$ cat src/rtl/mpUartRxPkg.sv
package mpUartRxPkg;
  typedef struct packed {
    logic cntClear;
    logic bitClear;
    logic sampleBit;
    logic loadHold;
  } rxStrobeT;

  typedef enum logic [1:0] {
    ST_IDLE,
    ST_START,
    ST_DATA,
    ST_STOP
  } rxStateT;
endpackage

$ cat src/rtl/mpUartRxPath.sv
module mpUartRxPath
  import mpUartRxPkg::*;
#(
  parameter int OVERSAMPLE  = 16,
  parameter int BYTE_W      = 8,
  parameter int SYNC_STAGES = 2
) (
  input  logic              clk,
  input  logic              rstN,
  input  logic              rxLine,
  input  logic              baudTick,
  input  logic              modeNine,
  input  logic [BYTE_W-1:0] ownAddr,
  input  logic [BYTE_W-1:0] bcastAddr,
  input  logic              bcastEn,
  input  rxStrobeT          strb,
  output logic              rxBit,
  output logic              midPoint,
  output logic              bitEnd,
  output logic              lastBit,
  output logic              frameNinth,
  output logic              addrHit,
  output logic [BYTE_W-1:0] holdData,
  output logic              holdNinth
);
  localparam int CNT_W = $clog2(OVERSAMPLE);
  localparam int HALF  = OVERSAMPLE / 2;
  localparam int SH_W  = BYTE_W + 1;
  localparam int BIT_W = $clog2(SH_W + 1);

  logic [SYNC_STAGES-1:0] syncReg;
  logic [CNT_W-1:0]       tickCnt;
  logic [BIT_W-1:0]       bitCnt;
  logic [SH_W-1:0]        shiftReg;
  logic [BYTE_W-1:0]      frameByte;

  // line synchronizer, reset to idle level
  always_ff @(posedge clk or negedge rstN) begin
    if (!rstN) syncReg <= '1;
    else       syncReg <= {syncReg[SYNC_STAGES-2:0], rxLine};
  end
  assign rxBit = syncReg[SYNC_STAGES-1];

  always_ff @(posedge clk or negedge rstN) begin
    if (!rstN)              tickCnt <= '0;
    else if (strb.cntClear) tickCnt <= '0;
    else if (baudTick)      tickCnt <= tickCnt + 1'b1;
  end

  assign midPoint = baudTick && (tickCnt == CNT_W'(HALF - 1));
  assign bitEnd   = baudTick && (tickCnt == CNT_W'(OVERSAMPLE - 1));

  always_ff @(posedge clk or negedge rstN) begin
    if (!rstN)               bitCnt <= '0;
    else if (strb.bitClear)  bitCnt <= '0;
    else if (strb.sampleBit) bitCnt <= bitCnt + 1'b1;
  end

  assign lastBit = (bitCnt == (modeNine ? BIT_W'(SH_W - 1) : BIT_W'(BYTE_W - 1)));

  always_ff @(posedge clk or negedge rstN) begin
    if (!rstN)               shiftReg <= '0;
    else if (strb.sampleBit) shiftReg <= {rxBit, shiftReg[SH_W-1:1]};
  end

  assign frameByte  = modeNine ? shiftReg[BYTE_W-1:0] : shiftReg[SH_W-1:1];
  assign frameNinth = modeNine & shiftReg[SH_W-1];
  assign addrHit    = (frameByte == ownAddr) || (bcastEn && (frameByte == bcastAddr));

  always_ff @(posedge clk or negedge rstN) begin
    if (!rstN) begin
      holdData  <= '0;
      holdNinth <= 1'b0;
    end else if (strb.loadHold) begin
      holdData  <= frameByte;
      holdNinth <= frameNinth;
    end
  end

  AST_HOLD_STABLE: assert property (@(posedge clk) disable iff (!rstN)
    !strb.loadHold |=> ($stable(holdData) && $stable(holdNinth)));

  AST_NINTH_ZERO_8BIT: assert property (@(posedge clk) disable iff (!rstN)
    (strb.loadHold && !modeNine) |=> !holdNinth);
endmodule

$ cat src/rtl/mpUartRxCtrl.sv
module mpUartRxCtrl
  import mpUartRxPkg::*;
(
  input  logic     clk,
  input  logic     rstN,
  input  logic     rxBit,
  input  logic     midPoint,
  input  logic     bitEnd,
  input  logic     lastBit,
  input  logic     frameNinth,
  input  logic     addrHit,
  input  logic     modeNine,
  input  logic     mpArm,
  input  logic     irqClear,
  output rxStrobeT strb,
  output logic     rxIrq,
  output logic     frameErr,
  output logic     mpEnable,
  output logic     addressed
);
  rxStateT state, nextState;
  logic    stopEval, stopOk, filterOn, passFrame, matchEv;

  always_comb begin
    strb      = '0;
    nextState = state;
    unique case (state)
      ST_IDLE: begin
        strb.cntClear = 1'b1;
        strb.bitClear = 1'b1;
        if (!rxBit) nextState = ST_START;
      end
      ST_START: begin
        if (midPoint) begin
          strb.cntClear = 1'b1;
          nextState     = rxBit ? ST_IDLE : ST_DATA;
        end
      end
      ST_DATA: begin
        if (bitEnd) begin
          strb.cntClear  = 1'b1;
          strb.sampleBit = 1'b1;
          if (lastBit) nextState = ST_STOP;
        end
      end
      ST_STOP: begin
        if (bitEnd) nextState = ST_IDLE;
      end
      default: nextState = ST_IDLE;
    endcase
    strb.loadHold = passFrame;
  end

  assign stopEval  = (state == ST_STOP) && bitEnd;
  assign stopOk    = rxBit;
  assign filterOn  = modeNine && mpEnable;
  assign passFrame = stopEval && stopOk && (!filterOn || frameNinth);
  assign matchEv   = stopEval && stopOk && filterOn && frameNinth && addrHit;

  always_ff @(posedge clk or negedge rstN) begin
    if (!rstN) begin
      state     <= ST_IDLE;
      rxIrq     <= 1'b0;
      frameErr  <= 1'b0;
      mpEnable  <= 1'b0;
      addressed <= 1'b0;
    end else begin
      state <= nextState;
      if (passFrame)     rxIrq <= 1'b1;
      else if (irqClear) rxIrq <= 1'b0;
      if (stopEval && !stopOk) frameErr <= 1'b1;
      else if (irqClear)       frameErr <= 1'b0;
      if (matchEv) begin
        mpEnable  <= 1'b0;
        addressed <= 1'b1;
      end else if (mpArm) begin
        mpEnable  <= 1'b1;
        addressed <= 1'b0;
      end
    end
  end

  AST_IRQ_STICKY: assert property (@(posedge clk) disable iff (!rstN)
    (rxIrq && !irqClear) |=> rxIrq);

  AST_FERR_NO_IRQ: assert property (@(posedge clk) disable iff (!rstN)
    $rose(frameErr) |-> !$rose(rxIrq));

  AST_ADDR_CLEARS_EN: assert property (@(posedge clk) disable iff (!rstN)
    $rose(addressed) |-> !mpEnable);

  AST_EN_FALL_ON_ADDR: assert property (@(posedge clk) disable iff (!rstN)
    $fell(mpEnable) |-> $past(modeNine && frameNinth && addrHit));

  AST_ARM_SETS_EN: assert property (@(posedge clk) disable iff (!rstN)
    (mpArm && !(stopEval && frameNinth && addrHit)) |=> (mpEnable && !addressed));
endmodule

$ cat src/rtl/mpUartRx.sv
module mpUartRx
  import mpUartRxPkg::*;
#(
  parameter int OVERSAMPLE = 16,
  parameter int BYTE_W     = 8
) (
  input  logic              clk,
  input  logic              rstN,
  input  logic              rxLine,
  input  logic              baudTick,
  input  logic              modeNine,
  input  logic              mpArm,
  input  logic [BYTE_W-1:0] ownAddr,
  input  logic [BYTE_W-1:0] bcastAddr,
  input  logic              bcastEn,
  input  logic              irqClear,
  output logic [BYTE_W-1:0] rxData,
  output logic              rxNinth,
  output logic              rxIrq,
  output logic              frameErr,
  output logic              mpEnable,
  output logic              addressed
);
  rxStrobeT strb;
  logic     rxBit, midPoint, bitEnd, lastBit, frameNinth, addrHit;

  mpUartRxPath #(.OVERSAMPLE(OVERSAMPLE), .BYTE_W(BYTE_W), .SYNC_STAGES(2)) uPath (
    .clk(clk), .rstN(rstN), .rxLine(rxLine), .baudTick(baudTick),
    .modeNine(modeNine), .ownAddr(ownAddr), .bcastAddr(bcastAddr),
    .bcastEn(bcastEn), .strb(strb), .rxBit(rxBit), .midPoint(midPoint),
    .bitEnd(bitEnd), .lastBit(lastBit), .frameNinth(frameNinth),
    .addrHit(addrHit), .holdData(rxData), .holdNinth(rxNinth)
  );

  mpUartRxCtrl uCtrl (
    .clk(clk), .rstN(rstN), .rxBit(rxBit), .midPoint(midPoint),
    .bitEnd(bitEnd), .lastBit(lastBit), .frameNinth(frameNinth),
    .addrHit(addrHit), .modeNine(modeNine), .mpArm(mpArm),
    .irqClear(irqClear), .strb(strb), .rxIrq(rxIrq), .frameErr(frameErr),
    .mpEnable(mpEnable), .addressed(addressed)
  );
endmodule

$ cat config.mk
export PLATFORM = sky130hd
export DESIGN_NAME = mpUartRx
export DESIGN_NICKNAME = d
export VERILOG_FILES = /design/src/rtl/mpUartRxPkg.sv /design/src/rtl/mpUartRxPath.sv /design/src/rtl/mpUartRxCtrl.sv /design/src/rtl/mpUartRx.sv
export SDC_FILE = /design/constraint.sdc
export NUM_CORES = 1
export LEC_CHECK = 0
export BUFFER_PORTS_ARGS = -buffer_cell sky130_fd_sc_hd__buf_2
export CAP_MARGIN = 15
export CORE_MARGIN = 5
export CORE_UTILIZATION = 50
export CTS_CLUSTER_DIAMETER = 60
export CTS_CLUSTER_SIZE = 40
export DETAILED_ROUTE_END_ITERATION = 12
export PLACE_DENSITY_LB_ADDON = 0.2
export SLEW_MARGIN = 25
export SYNTH_ARGS = -nofsm -noshare
export SYNTH_HDL_FRONTEND = slang
export SYNTH_SLANG_ARGS = --single-unit
$ cat constraint.sdc
create_clock -name clk -period 2.5 [get_ports clk]
set_clock_uncertainty 0.1 [all_clocks]
set_input_delay 0.375 -clock clk [delete_from_list [all_inputs] [get_ports clk]]
set_output_delay 0.375 -clock clk [all_outputs]
set_load 0.005 [all_outputs]
==> out/results.txt, run 1 <==
The flow ran to the end, and the final reports show no timing, DRC or antenna violations. Post-detailed-placement half-perimeter wirelength: 2.85 mm. The largest single stage delay on the critical path is 420 ps.

For this block, the routed nets add up to 3.83 mm of wire. The core region is 3630 um2. For flop-to-flop paths, the worst setup slack is 360 ps. Most common cell after layout, fill and taps aside: sky130_fd_sc_hd__buf_2. The power density of the placed cells is 642 nW/um2, and the total count of hold-check failures in the final report is 0. The critical path endpoint category is a flop. The run gives 51.1% as the remaining max-slew budget at the tightest pin. The tools report the total DRC errors in the routed layout as 0.

The floorplan step defined a die boundary enclosing 5020 um2. The analysis attributes to cell leakage a power of 1.05 nW. Gates resized during post-CTS repair numbered 0.

The die extent in y came out at 70.9 um. Summing over every cut layer, the via total after detailed routing is 1412. Walking the worst path, the cells encountered are ha_1, and3_1, nand3_1, nor2_2, mux2_2. The tree is rooted in a sky130_fd_sc_hd__clkbuf_8. The area added between synthesis and finish was 15.5%; the ratio of routed vias to standard cells was 5.45. The number of max-slew violations in the final report was 0; the maximum clock insertion buffer count was 2.

Setup violations remaining at the end of the flow were counted as 0. In the post-route analysis, the smallest setup slack over all paths is 359 ps. Buffers inserted to repair hold after CTS numbered 0. In the final timing run, aggregate negative setup slack is 0 ps. After clock tree synthesis, the clock-pin slew on the worst setup and hold paths is 70 ps. The class of the tightest hold or removal check is in2async. Each instance of the synthesized netlist takes up on average 10.5 um2. Initial detailed-routing violation count: 43. The required time of the worst setup path is 2570 ps.

The tools report the worst-case vdd ir drop as 0.538 mV. For the pin with the worst max-slew slack, the measured transition is 733 ps. The cell area after technology mapping is 1850 um2.

At the end of the flow, the number of nets in the layout was 236. Type of the worst setup path: reg2reg. The first detailed-routing pass took 6 iterations. Dividing the detail-routed wire length by the instance count gives 14.8 um.

The fraction of layout cells with a size suffix above 1 works out to 29.4%. The number of antenna diodes in the final layout is 0. The all-layer global routing usage came out at 16.9%.

The detail route stage leaves a number of antenna-violating nets equal to 0. The Yosys step of the flow raised 0 warnings. 37 I/O pins were placed. In this run the worst path has a maximum fanout of 9. From left edge to right edge, the die measures 70.9 um.

During placement, the flow inserted port buffers numbering 36. The share of the Yosys chip area taken by registers is 46.1%. The final critical path takes up 85.6% of the cycle.

The pin count of the biggest net entering global routing was 35. At the later pin of the worst-skew pair, clock insertion delay measures 280 ps. The top cell types in the final layout, fill and taps aside, are 36 x sky130_fd_sc_hd__buf_2, 32 x sky130_fd_sc_hd__dfrtp_1, 13 x sky130_fd_sc_hd__mux2i_1, 13 x sky130_fd_sc_hd__xnor2_1. Timing analysis after detailed placement gives a worst setup slack of 243 ps. The starting density of the core is 51.0%, and the wire length of the first global-routing pass is 6.78 mm.

STA puts the critical path data arrival time at 2210 ps. TritonCTS built the clock tree. Once the clock tree was built, the setup fixing pass inserted 0 buffers. The via count of the first global-routing pass came out at 1539. The post-synthesis register bit count works out to 34.

The critical path startpoint category was a flop. At the end of routability-driven placement, the weighted congestion stood at 0.798. The total number of clock tree sinks is 34, and the max-cap check violation count is 0. The total congestion overflow was 0.

CTS H-tree depth: 2. The initial antenna violation count is 0. The number of different library cells used by synthesis comes to 32. The floorplan has 22 rows.

The fmax was 0.467 GHz. Synthesis produced a netlist whose cell count is 176. Cell with the biggest individual delay on the critical path: sky130_fd_sc_hd__nor2_2.

The worst path in the final design needs a cycle of 2140 ps, including I/O delays and setup. Counting every net in the synthesized netlist gives 202. For the total CTS buffers, the log shows 5. Setup repair after global routing left no endpoint under its margin.
-- Yosys cell counts (all sizes together) --
cell,n,area [um2]
dfrtp,32,801
mux2i,13,130
xnor2,13,114
mux2,12,135
nand2,12,45.0
nor2,12,47.6
o21ai,12,63.8
xor2,10,87.6
clkbuf,7,26.3
a22o,6,52.6
a31oi,5,31.3
inv,5,18.8
a21oi,4,23.8
and3,4,25.0
buf,4,32.5
nand3,4,20.0
nor3,4,20.0
nand4,3,18.8
a21o,2,15.0
dfstp,2,52.6
ha,2,25.0
or4,2,15.0
a32o,1,10.0
nor3b,1,12.5
nor4,1,6.26
o2111ai,1,8.76
o22ai,1,6.26
o31ai,1,7.51
-- per-stage QoR --
step           hold WS, ps  cell area [um2]  power (mW)  std cells  utilization, %
6_report              47.2             2140        1.37        259            58.8
5_1_grt               77.2             2140        1.46        259            58.8
4_1_cts               71.4             2140        1.38        259            58.8
3_5_place_dp           249             2050       0.972        251            56.4
3_3_place_gp           247             2050       0.950        251            56.4
2_1_floorplan        -20.6             1850       0.896        176               -
-- final timing paths --
kind / to / start / cells after the start
setup / recovery: uPath.shiftReg[2]$_DFFE_PN0P_ / uPath.tickCnt[0]$_DFFE_PN0P_ / 5
hold / removal: uCtrl.addressed$_DFFE_PN0P_ / rstN / 1
setup reg to reg: uPath.shiftReg[2]$_DFFE_PN0P_ / uPath.tickCnt[0]$_DFFE_PN0P_ / 5
hold reg to reg: uPath.syncReg[1]$_DFF_PN1_ / uPath.syncReg[0]$_DFF_PN1_ / 0
max in group asynchronous: uPath.holdData[5]$_DFFE_PN0P_ / rstN / 1
min in group clk: uPath.syncReg[0]$_DFF_PN1_ / rxLine / 1
-- worst max-delay path, delay by kind of cell (launching register included) --
family,cells,cell delay [ps]
flops,1,390
simple gates,3,980
mux,1,390
fa+ha+maj,1,180
-- registers in the layout, summed over array words and instances, names as in the netlist, 2 cells and up, named ones only --
| name | flops |
|---|---|
| uPath.tickCnt | 4 |
| uPath.holdData | 8 |
| uPath.shiftReg | 9 |
| uPath.syncReg | 2 |
| uPath.bitCnt | 4 |
-- area by class of cell --
class / instances / area [um2]
sequential: 34 / 853
fill: 345 / 1500
tap: 48 / 60.1
multi-input combinational: 126 / 921
inverter: 5 / 18.8
clock buffer: 8 / 90.1
timing repair buffer: 38 / 195
-- power by group --
| part | internal [mW] | switching [mW] | total [mW] | leakage [nW] |
|---|---|---|---|---|
| Clock | 0.224 | 0.189 | 0.413 | 0.0455 |
| Sequential | 0.611 | 0.108 | 0.719 | 0.439 |
| Combinational | 0.127 | 0.114 | 0.241 | 0.561 |
| Total | 0.962 | 0.411 | 1.37 | 1.05 |
-- layer usage --
metal | track usage, % | wire length [um] | up-vias
li1 | - | - | 690
met4 | 6.68 | 65 | 0
met3 | 5.54 | 213 | 7
met1 | 19.4 | 1600 | 687
met2 | 29.0 | 1950 | 28
met5 | 0 | 0 | -
-- cells by family (layout without fill, tap and decap cells) --
kind of cell             Yosys count  count (layout)  synth area share (%)
flip-flops                        34              34                  46.1
AO/OA/AOI/OAI                     33              33                  11.8
buffers and inverters             16              51                  4.19
multiplexers                      25              25                  14.3
XOR/XNOR                          23              23                  10.9
AND/OR/NAND/NOR                   43              43                  11.4
adder cells (fa/ha/maj)            2               2                  1.35
(Power assumes the default switching activity.)
==> inputs of run 2 (changes only) <==
Settings changed: CORE_UTILIZATION 50 to 49.
Clock period 2.5 ns to 1.88 ns, I/O delays scaled along.
==> out/results.txt, run 2 (synthesis gave the netlist of run 1 again) <==
The run gives 110 ps (was 47.2 ps) as the final worst hold slack. The number of setup violations in the final report is 0 (unchanged), and the all-layer global routing usage is 17.8% (was 16.9%). The run gives 2.21 mm (was 1.95 mm) as the sum of met2 wire segment lengths after detailed routing.

CP cell instances: mux2i_2, xor2_1, o2111ai_1, or4_1, a21oi_2, nor2_1 (was ha_1, and3_1, nand3_1, nor2_2, mux2_2). The peak fanout along the critical path is 5 (was 9), and the number of top-level design ports is 37 (unchanged). The number of placed instances with taps included is 270 (was 251), and the ratio of routed vias to standard cells is 5.22 (was 5.45). The length of routed met3 wiring is 213 um (unchanged), and the initial detailed-routing violation count is 36 (was 43). For the total count of hold-check failures in the final report, the log shows 0 (unchanged).

The tools report the post-placement cell area as 2190 um2 (was 2050 um2). The fraction of layout cells with a size suffix above 1 was 40.9% (was 29.4%). The total number of clock tree sinks is 34 (unchanged), and the power density of the placed cells is 856 nW/um2 (was 642 nW/um2). The die extent in y works out to 71.5 um (was 70.9 um). The logs give 0 ps (unchanged) for the setup total negative slack and 1.74 mm (was 1.60 mm) for the wire length on met1. The wire length per cell after detailed routing was 14.9 um (was 14.8 um); the detailed-route wire length was 4.24 mm (was 3.83 mm). The CTS H-tree depth was 2 (unchanged); the standard-cell row count was 22 (unchanged). The largest incremental delay on the critical path was 450 ps (was 420 ps); the wire length of the first global-routing pass was 7.09 mm (was 6.78 mm).

The maximum clock insertion buffer count is 2 (unchanged). The static power due to leakage is 1.16 nW (was 1.05 nW). Most used cells in the layout excluding fill and tap cells: 36 x sky130_fd_sc_hd__buf_2, 31 x sky130_fd_sc_hd__dfrtp_1, 24 x sky130_fd_sc_hd__buf_4 (was 36 x sky130_fd_sc_hd__buf_2, 32 x sky130_fd_sc_hd__dfrtp_1, 13 x sky130_fd_sc_hd__mux2i_1, 13 x sky130_fd_sc_hd__xnor2_1).

Initial antenna violation count: 0 (unchanged). The shortest period the worst path allows is 1830 ps (was 2140 ps). Uppermost signal routing layer after detailed routing: met4 (unchanged). The total DRC errors in the routed layout was 0 (unchanged); the total iterations of the first detailed-routing run was 4 (was 6). The tools report the layout filler cell count as 301 (was 345).

For the final antenna diode count, the log shows 0 (unchanged). The max-cap check violation count is 0 (unchanged). The class of the tightest hold or removal check is in2reg (was in2async). The overall power is 2.08 mW (was 1.37 mW). TritonCTS built the clock tree. The number of flip-flops in the largest register came out at 9 (unchanged). The design area came out at 2420 um2 (was 2140 um2).

The fmax was 0.545 GHz (was 0.467 GHz); the area added between synthesis and finish was 30.9% (was 15.5%). The family of cells with the greatest summed delay on the critical path is simple AND/OR/NAND/NOR gates (unchanged). The tools report the signal arrival time at the worst endpoint as 1910 ps (was 2210 ps).

Cell with the biggest individual delay on the critical path: sky130_fd_sc_hd__or4_1 (was sky130_fd_sc_hd__nor2_2). The buffers plus inverters on the worst setup path was 0 (unchanged); the starting density of the core was 50.6% (was 51.0%). The critical path startpoint category was a flop (unchanged). The final net count is 262 (was 236), and the post-detailed-placement half-perimeter wirelength is 3.20 mm (was 2.85 mm). The type of the worst setup path was reg2reg (unchanged). Most common cell after layout, fill and taps aside: sky130_fd_sc_hd__buf_2 (unchanged). The area of the die is 5110 um2 (was 5020 um2), and the post-route non-filler standard cell count is 285 (was 259). For the total congestion overflow, the log shows 0 (unchanged). The count of buffers from port buffering works out to 36 (unchanged). The total CTS buffers was 5 (unchanged); the width of the die was 71.5 um (was 70.9 um).

The required time of the worst setup path is 1960 ps (was 2570 ps). Critical path endpoint category: a flop (unchanged). The remaining max-slew budget at the tightest pin came out at 51.0% (was 51.1%).

The tools report the buffer cell driving the clock tree root as sky130_fd_sc_hd__clkbuf_8 (unchanged). The run gives 3660 um2 (was 3630 um2) as the core region area. Registers with the most flip-flops: uPath.shiftReg (9), uPath.holdData (8) (unchanged). The pin count of the biggest net entering global routing is 35 (unchanged), and the slew at the pin closest to its max-slew limit is 735 ps (was 733 ps).

The register with the highest flop count was uPath.shiftReg (unchanged). The flow ran to the end, and the final reports show no timing, DRC or antenna violations. Clock-pin slew on the worst setup and hold paths: 70 ps (about the same).

The clock latency at the later pin of the worst-skew pair was 280 ps (about the same). The tools report the via count of the first global-routing pass as 1573 (was 1539). For the via count, the log shows 1488 (was 1412). The logs give 0 (unchanged) for the number of max-slew violations in the final report and 0.865 (was 0.798) for the final weighted congestion in routability-driven placement.

The run gives 0 (unchanged) as the post-route antenna net violation count. Share of the clock period used by the worst path: 97.6% (was 85.6%). The worst-case vdd ir drop is 0.706 mV (was 0.538 mV).
==> run 2: cell count changes in the layout (fill, tap and decap cells not counted), sizes merged <==
cell and delta:
dlygate4sd3 +2, buf +24, clkinvlp +2, clkbuf -3, bufinv +1
==> run 2: through the flow <==
stage | utilization, % | setup WS, ps
floorplan | - | 10.0
global placement | 59.8 | -147
detailed placement | 59.8 | -218
CTS | 64.5 | 7.34
global route | 66.2 | -12.3
finish | 66.2 | 45.1
==> run 2: layer usage <==
layer	track usage [%]	up-vias
met4	6.68	0
met3	4.49	9
li1	-	738
met2	32.3	30
met5	0	-
met1	19.8	711
==> run 2: repair_timing <==
item / 4_1_cts / 5_1_grt
resized for setup: 5 / 12
hold buffers: 2 / 0
gates cloned: 0 / 1
setup buffers: 2 / 2
pin swaps: 0 / 2
endpoints found under the hold margin: 33 / 0
setup endpoints to repair: 21 / 16
==> run 2: path summary, 6_finish.rpt <==
kind	depth (start not counted)	slack, ps	from	to
worst max register to register	6	50	uPath.shiftReg[2]$_DFFE_PN0P_	uCtrl.mpEnable$_DFFE_PN0P_
worst min-delay path	2	110	irqClear	uCtrl.rxIrq$_DFFE_PN0P_
min in group asynchronous	2	490	rstN	uPath.tickCnt[1]$_DFFE_PN0P_
max in group asynchronous	2	680	rstN	uPath.shiftReg[2]$_DFFE_PN0P_
worst min register to register	0	260	uPath.syncReg[0]$_DFF_PN1_	uPath.syncReg[1]$_DFF_PN1_
worst max-delay path	6	50	uPath.shiftReg[2]$_DFFE_PN0P_	uCtrl.mpEnable$_DFFE_PN0P_
==> run 2: power by group <==
| group | switching, mW | internal, mW | total (mW) |
|---|---|---|---|
| combinational | 0.222 | 0.258 | 0.480 |
| clock | 0.267 | 0.394 | 0.661 |
| sequential | 0.122 | 0.812 | 0.934 |
==> run 2: area by class of cell <==
cell class                      count  area, um2  area share, %
Multi-Input combinational cell    126        975           40.2
Clock inverter                      3       45.0           1.86
Inverter                            5       18.8          0.774
Tap cell                           48       60.1           2.48
Clock buffer                        5       68.8           2.84
Sequential cell                    34        855           35.2
Timing Repair Buffer               64        403           16.6
==> run 2: worst reg2reg max path: stages (launching register included) <==
cell	delay (ps)
sky130_fd_sc_hd__dfrtp_2	440
sky130_fd_sc_hd__mux2i_2	200
sky130_fd_sc_hd__xor2_1	200
sky130_fd_sc_hd__o2111ai_1	110
sky130_fd_sc_hd__or4_1	450
sky130_fd_sc_hd__a21oi_2	170
sky130_fd_sc_hd__nor2_1	60
